File: config.mk
export PLATFORM = sky130hd
export DESIGN_NAME = ircg_carrier_gen
export DESIGN_NICKNAME = d
export VERILOG_FILES = /design/src/rtl/ircg_pkg.sv /design/src/rtl/ircg_timing.sv /design/src/rtl/ircg_mode_hold.sv /design/src/rtl/ircg_carrier_gen.sv
export SDC_FILE = /design/constraint.sdc
export NUM_CORES = 1
export LEC_CHECK = 0
export ABC_CLOCK_PERIOD_IN_PS = 5060
export BUFFER_PORTS_ARGS = -buffer_cell sky130_fd_sc_hd__buf_2
export CORE_ASPECT_RATIO = 0.5
export CORE_MARGIN = 2
export CORE_UTILIZATION = 49
export CTS_CLUSTER_DIAMETER = 60
export CTS_CLUSTER_SIZE = 8
export DETAILED_ROUTE_END_ITERATION = 12
export MAX_ROUTING_LAYER = met4
export PLACE_DENSITY = 0.78
export SYNTH_ARGS = -nofsm -noshare
export SYNTH_HDL_FRONTEND = slang
export SYNTH_HIERARCHICAL = 1
export SYNTH_SLANG_ARGS = --single-unit
File: constraint.sdc
create_clock -name clk -period 5.06 [get_ports clk]
set_input_delay 0.506 -clock clk [delete_from_list [all_inputs] [get_ports clk]]
set_output_delay 0.506 -clock clk [all_outputs]
set_load 0.02 [all_outputs]
File: src/rtl/ircg_pkg.sv
package ircg_pkg;

    localparam int MODE_W = 3;
    localparam int DATA_W = 4;
    localparam int BASE_W = 4;

    typedef logic [MODE_W-1:0] mode_t;

    typedef struct packed {
        logic [BASE_W-1:0] per;
        logic [BASE_W-1:0] hi;
        logic              bypass;
    } shape_t;

    // Base (fast option) carrier shapes; codes 6 and 7 have no carrier.
    function automatic shape_t mode_shape(input mode_t m);
        shape_t s;
        s.bypass = 1'b0;
        case (m)
            3'd0:    begin s.per = 4'd12; s.hi = 4'd4; end
            3'd1:    begin s.per = 4'd12; s.hi = 4'd6; end
            3'd2:    begin s.per = 4'd8;  s.hi = 4'd4; end
            3'd3:    begin s.per = 4'd8;  s.hi = 4'd2; end
            3'd4:    begin s.per = 4'd11; s.hi = 4'd4; end
            3'd5:    begin s.per = 4'd12; s.hi = 4'd3; end
            default: begin s.per = 4'd1;  s.hi = 4'd0; s.bypass = 1'b1; end
        endcase
        return s;
    endfunction

endpackage

File: src/rtl/ircg_timing.sv
module ircg_timing
    import ircg_pkg::*;
#(
    parameter int SLOW_MULT = 8,
    parameter int CNT_W     = 7
) (
    input  mode_t            mode,
    input  logic             slow,
    output logic [CNT_W-1:0] period,
    output logic [CNT_W-1:0] high,
    output logic             bypass
);
    shape_t shp;
    logic [CNT_W-1:0] base_per;
    logic [CNT_W-1:0] base_hi;

    always_comb begin
        shp      = mode_shape(mode);
        base_per = CNT_W'(shp.per);
        base_hi  = CNT_W'(shp.hi);
        bypass   = shp.bypass;
    end

    generate
        if ((SLOW_MULT & (SLOW_MULT - 1)) == 0) begin : g_shift
            localparam int SH = $clog2(SLOW_MULT);
            always_comb begin
                period = slow ? (base_per << SH) : base_per;
                high   = slow ? (base_hi  << SH) : base_hi;
            end
        end else begin : g_mult
            always_comb begin
                period = slow ? CNT_W'(base_per * SLOW_MULT) : base_per;
                high   = slow ? CNT_W'(base_hi  * SLOW_MULT) : base_hi;
            end
        end
    endgenerate

endmodule

File: src/rtl/ircg_mode_hold.sv
module ircg_mode_hold
    import ircg_pkg::*;
(
    input  logic              clk,
    input  logic              rst_n,
    input  logic              load,
    input  logic [DATA_W-1:0] data,
    output mode_t             pend
);
    mode_t pend_d, pend_q;

    always_comb begin
        pend_d = pend_q;
        if (load) pend_d = data[MODE_W-1:0];
    end

    always_ff @(posedge clk or negedge rst_n) begin
        if (!rst_n) pend_q <= '0;
        else        pend_q <= pend_d;
    end

    assign pend = pend_q;

    assert_load_low_bits_R7: assert property (@(posedge clk) disable iff (!rst_n)
        load |=> (pend_q == $past(data[MODE_W-1:0])));

endmodule

File: src/rtl/ircg_carrier_gen.sv
module ircg_carrier_gen
    import ircg_pkg::*;
#(
    parameter int SLOW_MULT = 8,
    parameter int MAX_BASE  = 12
) (
    input  logic              clk,
    input  logic              rst_n,
    input  logic              slow_cycle,
    input  logic              halt,
    input  logic              mode_load,
    input  logic [DATA_W-1:0] mode_data,
    input  logic              out_latch,
    output logic              ir_pin
);
    localparam int CNT_W = $clog2(MAX_BASE * SLOW_MULT + 1);

    typedef struct packed {
        logic [CNT_W-1:0] cnt;
        mode_t            mode;
        logic             latch;
        logic             pin;
    } state_t;

    state_t st_d, st_q;
    mode_t  pend_mode;

    logic [CNT_W-1:0] cur_per, cur_hi, nxt_per, nxt_hi;
    logic             cur_byp, nxt_byp;

    ircg_mode_hold i_hold (
        .clk   (clk),
        .rst_n (rst_n),
        .load  (mode_load),
        .data  (mode_data),
        .pend  (pend_mode)
    );

    ircg_timing #(.SLOW_MULT(SLOW_MULT), .CNT_W(CNT_W)) i_cur_tim (
        .mode   (st_q.mode),
        .slow   (slow_cycle),
        .period (cur_per),
        .high   (cur_hi),
        .bypass (cur_byp)
    );

    ircg_timing #(.SLOW_MULT(SLOW_MULT), .CNT_W(CNT_W)) i_nxt_tim (
        .mode   (pend_mode),
        .slow   (slow_cycle),
        .period (nxt_per),
        .high   (nxt_hi),
        .bypass (nxt_byp)
    );

    logic             rise;
    logic             at_bound;
    logic [CNT_W-1:0] ph;
    logic [CNT_W-1:0] use_per, use_hi;
    logic             use_byp;
    mode_t            use_mode;

    always_comb begin
        st_d     = st_q;
        rise     = out_latch & ~st_q.latch;
        ph       = rise ? '0 : st_q.cnt;
        at_bound = (ph == '0) | cur_byp;
        use_mode = at_bound ? pend_mode : st_q.mode;
        use_per  = at_bound ? nxt_per   : cur_per;
        use_hi   = at_bound ? nxt_hi    : cur_hi;
        use_byp  = at_bound ? nxt_byp   : cur_byp;

        if (halt) begin
            st_d.pin   = 1'b0;
            st_d.cnt   = '0;
            st_d.latch = 1'b0;
        end else begin
            st_d.latch = out_latch;
            st_d.mode  = use_mode;
            st_d.pin   = out_latch & (use_byp | (ph < use_hi));
            if (!out_latch || use_byp)
                st_d.cnt = '0;
            else if (ph == use_per - CNT_W'(1))
                st_d.cnt = '0;
            else
                st_d.cnt = ph + CNT_W'(1);
        end
    end

    always_ff @(posedge clk or negedge rst_n) begin
        if (!rst_n) st_q <= '0;
        else        st_q <= st_d;
    end

    assign ir_pin = st_q.pin;

    assert_reset_low_R1: assert property (@(posedge clk)
        !rst_n |-> !ir_pin);

    assert_halt_low_R9: assert property (@(posedge clk) disable iff (!rst_n)
        halt |=> !ir_pin);

    assert_latch_off_low_R5: assert property (@(posedge clk) disable iff (!rst_n)
        !out_latch |=> !ir_pin);

    assert_first_pulse_R4: assert property (@(posedge clk) disable iff (!rst_n)
        (out_latch && !st_q.latch && !halt) |=> ir_pin);

    assert_phase_in_period_R8: assert property (@(posedge clk) disable iff (!rst_n)
        !cur_byp |-> (st_q.cnt < cur_per));

endmodule

======== Word level (Yosys, flattened, before mapping) ========
Index checks and enable logic that the tools add are counted.
storage, ports and cells
  flip-flop bits (word level) ............. 15
  input port bits ......................... 10
  logic and storage cells ................. 49
operators by class
  add/subtract/negate cells ............... 2
  order comparisons ....................... 1
  eq/ne operators ......................... 11
  muxes and demuxes ....................... 16
  bitwise logic cells ..................... 6
  reduce and logical (&&, ||, !) cells .... 8
operators with widths
  kind                   count
  $pmux W8 S6            2
  $mux W7                10
  $eq A3 B2 Y1 const B   4
  $eq A3 B3 Y1 const B   4
  $reduce_or A6 Y1       2
  $add A7 B1 Y7 const B  1
  $eq A7 B7 Y1           1
  $logic_not A7 Y1       1
  $lt A7 B7 Y1           1
  $sub A7 B1 Y7 const B  1
  $eq A3 B1 Y1 const B   2
  $logic_not A3 Y1       2
  $mux W1                3
  $and A1 B1 Y1          2
  $mux W2                1
  $not A1 Y1             2
  $or A1 B1 Y1           2
  $reduce_and A2 Y1      1
  $logic_not A1 Y1       1
  $logic_or A1 B1 Y1     1

======== Depth between registers and ports, before layout ========
  word-level depth ........................ 11
  depth in mapped cells ................... 16
  mapped depth without buffers ............ 14

======== Hierarchy ========
Netlist, hierarchy kept.
by module, submodules not included
  module            times used  cells each  area each (um2)
  ircg_carrier_gen  1           136         1251.2
  ircg_timing       2           27          162.7
  ircg_mode_hold    1           6           108.9

======== Worst setup path after synthesis ========
No wires, ideal clock.
  path type ............................... input to register
  start ................................... input out_latch
  end ..................................... register st_q[11] (netlist bit)
  setup time .............................. 0.138 ns
  arrival time ............................ 4.030 ns
  slack ................................... 0.891 ns
  stages .................................. 15
  cells stage by stage .................... nand2b_1 buf_2 nand2_1 ha_1 nor2b_1 a221oi_2 buf_2 mux2i_1 ha_1 nor2b_1 nor3_1 a211o_1 mux4_2 nor4b_4 nor3_1
RTL lines
  element               RTL line                text
  from (decl)           ircg_carrier_gen.sv:13  input logic out_latch,
  to (signal assigned)  ircg_carrier_gen.sv:91  else st_q <= st_d;
  to (decl)             ircg_carrier_gen.sv:25  state_t st_d, st_q;

==> impl_metrics.json <==
{
  "period_share_pct": 86.6,
  "core_um2": 3140,
  "io_pins": 11,
  "synth_seq_area_share_pct": 22.3,
  "syn_area_per_cell_um2": 8.60,
  "seqPwrFrac_pct": 37.5,
  "first_iter_violations": 122,
  "status": "finished, final reports clean",
  "die_w_um": 86.9,
  "end_kind": "register",
  "cts_tree": "yes",
  "worstMarginPinSlew_ns": 0.586,
  "cts_resized": 0,
  "crit_fanout": 10,
  "hold_viol": 0,
  "routed_wl_um": 3660,
  "ys.warnings.count": 6,
  "ant_nets": 0,
  "port_buffers": 9,
  "syn_nets": 215,
  "diodes": 0,
  "cp_data_arrival_time_ns": 4.49,
  "setup-violations-final": 0,
  "slew_headroom_pct": 60.7,
  "firstDrtPassIters": 4,
  "start_util_pct": 53.8,
  "critPathMaxStageDelay_ns": 0.54,
  "yosys.area.top_type": "dfrtp_1",
  "cap_violations": 0,
  "multiInputGateArea_um2": 1200,
  "post-cts-setup-buffers": 0,
  "worstPathRequired_ns": 5.17,
  "clock_path_buffers": 2,
  "crit_chain": "nand2b_1 -> nand2_1 -> ha_1 -> nor2b_1 -> a221oi_2 -> mux2i_1 -> ha_1 -> nor2b_1 -> nor3_1 -> a211o_1 -> mux4_2 -> nor4b_4 -> nor3_1",
  "wire_per_inst_um": 15.3,
  "holdCritPathClass": "in2async",
  "place.gp.congestion": 0.936,
  "clock-sinks": 15,
  "startpoint_type": "register",
  "clkLatencyLatePin_ns": 0.25,
  "ys_ff_latch": 15,
  "layout.nets": 219,
  "synth_flop_cell": "dfrtp_1",
  "htreeDepth": 1,
  "period_minus_slack_ns": 4.38,
  "synth_area_um2": 1690,
  "avgViaCountPerCell": 6.01,
  "crit_type": "reg2reg",
  "cts_buffers": 3,
  "clkTransAtPathRegs_ns": 0.06,
  "netlist_instances": 196,
  "cts-hold-fix-buffers": 0,
  "grt_overflow": 0,
  "drc": 0,
  "p_per_area_nw_per_um2": 225,
  "fill_cells": 285,
  "holdWs_ns": 0.146,
  "path_delay_family": "simple AND/OR/NAND/NOR gates",
  "synthArstFlopShare_pct": 100,
  "dieArea_um2": 3950,
  "regArea_um2": 375,
  "p_leak_nw": 0.753,
  "p_clk_share_pct": 24.1,
  "final.setup_skew_ns": 0.00347,
  "grt_max_degree": 21,
  "layout-drive-gt1-share_pct": 14.6,
  "row_count": 14,
  "fmax_mhz": 228,
  "die_h_um": 45.5,
  "synth.distinct_cells": 46,
  "slowest_stage": "a221oi_2",
  "root_buffer": "clkbuf_8",
  "irDropWorstVdd_uv": 225,
  "swShare_pct": 35.8,
  "comb_power_share_pct": 38.4,
  "syn_to_final_growth_pct": 3.93,
  "p_int_mw": 0.253,
  "synth.top_cell.area_share_pct": 22.3,
  "drv_slew": 0,
  "grt_pass1_vias": 1349,
  "detailed_place_hpwl_um": 2920,
  "crit_buf_inv": 0,
  "finalSetupTns_ns": 0,
  "synth_edf_count": 0,
  "grt_pass1_wl_um": 6330,
  "grt_usage_pct": 21.5,
  "ys_top_cells_by_area": "dfrtp_1, mux2i_1, ha_1",
  "via_count": 1437,
  "rsz0062_at_grt": "false",
  "p_sw_mw": 0.141,
  "antenna_found_initial": 0
}
cell usage after synthesis, types with 3 or more instances:
| cell type | instances |
|---|---|
| mux2i_1 | 12 |
| nor2_1 | 14 |
| xnor2_1 | 9 |
| a21oi_1 | 3 |
| nand3_1 | 3 |
| dfrtp_1 | 15 |
| nor2b_1 | 10 |
| a211o_1 | 3 |
| ha_1 | 9 |
| and2_1 | 6 |
| nand2b_1 | 4 |
| buf_4 | 4 |
| inv_1 | 8 |
| xor2_1 | 5 |
| nand2_1 | 18 |
| buf_6 | 3 |
| o21ai_0 | 3 |
| nor3_1 | 17 |
| mux2_2 | 6 |
| and3_1 | 5 |
| nor3b_1 | 5 |
routing by layer:
metal  GRT usage [%]  part of all wire, %  wire (µm)  up-vias
met1            28.7                   47       1710      691
met2            34.8                   45       1660       46
met4            5.94                  1.1         39        0
li1                -                    -          -      694
met3            2.90                  6.9        251        6
met5               -                    0          0        -
cell families (layout without fill, tap and decap cells):
logic type	Yosys count	count (layout)	share of synthesized area, %
xor+xnor	15	15	8.61
simple gates	94	94	32.4
fa+ha+maj	11	11	8.02
mux	19	19	12.5
compound gates	21	21	9.21
other cells	2	2	0.446
flops	15	15	22.3
buf+inv	19	22	6.61
worst paths after layout:
kind / slack [ns] / cells after the start / endpoint / startpoint
worst max-delay path: 0.68 / 13 / st_q[9] / st_q[1]
worst min-delay path: 0.15 / 1 / st_q[6] / rst_n
worst max register to register: 0.68 / 13 / st_q[9] / st_q[1]
worst min register to register: 0.67 / 3 / st_q[5] / st_q[5]
max in group asynchronous: 4.67 / 1 / st_q[4] / rst_n
min in group clk: 0.47 / 2 / st_q[1] / halt
power groups by stage:
stage | combinational (mW) | sequential, mW | clock [mW]
after global placement | 0.143 | 0.148 | 0
after detailed placement | 0.150 | 0.149 | 0
after floorplan | 0.129 | 0.141 | 0
final | 0.151 | 0.148 | 0.0951
after global routing | 0.169 | 0.149 | 0.102
after CTS | 0.150 | 0.147 | 0.0971
worst reg2reg max path: stages, from the launching register on:
cell and delay (ns):
dfrtp_1 0.34, nand2b_1 0.31, nand2_1 0.17, ha_1 0.27, nor2b_1 0.17, a221oi_2 0.54, mux2i_1 0.37, ha_1 0.29
nor2b_1 0.24, nor3_1 0.07, a211o_1 0.30, mux4_2 0.52, nor4b_4 0.52, nor3_1 0.13
registers in the layout, summed over array words and instances, names as in the netlist:
name         count
i_hold/pend      3
ir_pin           1
st_q            11
area by class of cell:
type	count	area share [%]
repair buffers	10	3.00
multi-input cells	162	68.4
flip-flops and latches	15	21.4
inverters	8	1.71
clock buffers	4	2.57
well taps	40	2.86
through the flow:
step	worst slack (ns)	total power, mW	util (%)	instances	cell area [µm²]
CTS	0.682	0.394	55.9	239	1750
global route	0.311	0.420	55.9	239	1750
floorplan	0.891	0.271	-	196	1690
finish	0.678	0.394	55.9	239	1750
global placement	0.604	0.291	54.4	235	1710
detailed placement	0.453	0.299	54.4	235	1710
cell usage in the layout, fill, tap and decap left out, types with 3 or more instances in the layout:
cell      count
clkbuf_8      3
nor2b_1      10
o21ai_0       3
a211o_1       3
nor3_1       17
and3_1        5
xnor2_1       9
ha_1          9
dfrtp_1      15
a21oi_1       3
and2_1        6
nand2b_1      4
xor2_1        5
nor3b_1       5
mux2i_1      12
nand2_1      18
nand3_1       3
mux2_2        6
nor2_1       14
buf_2         9
inv_1         8
Power figures use the tool's default switching activity.
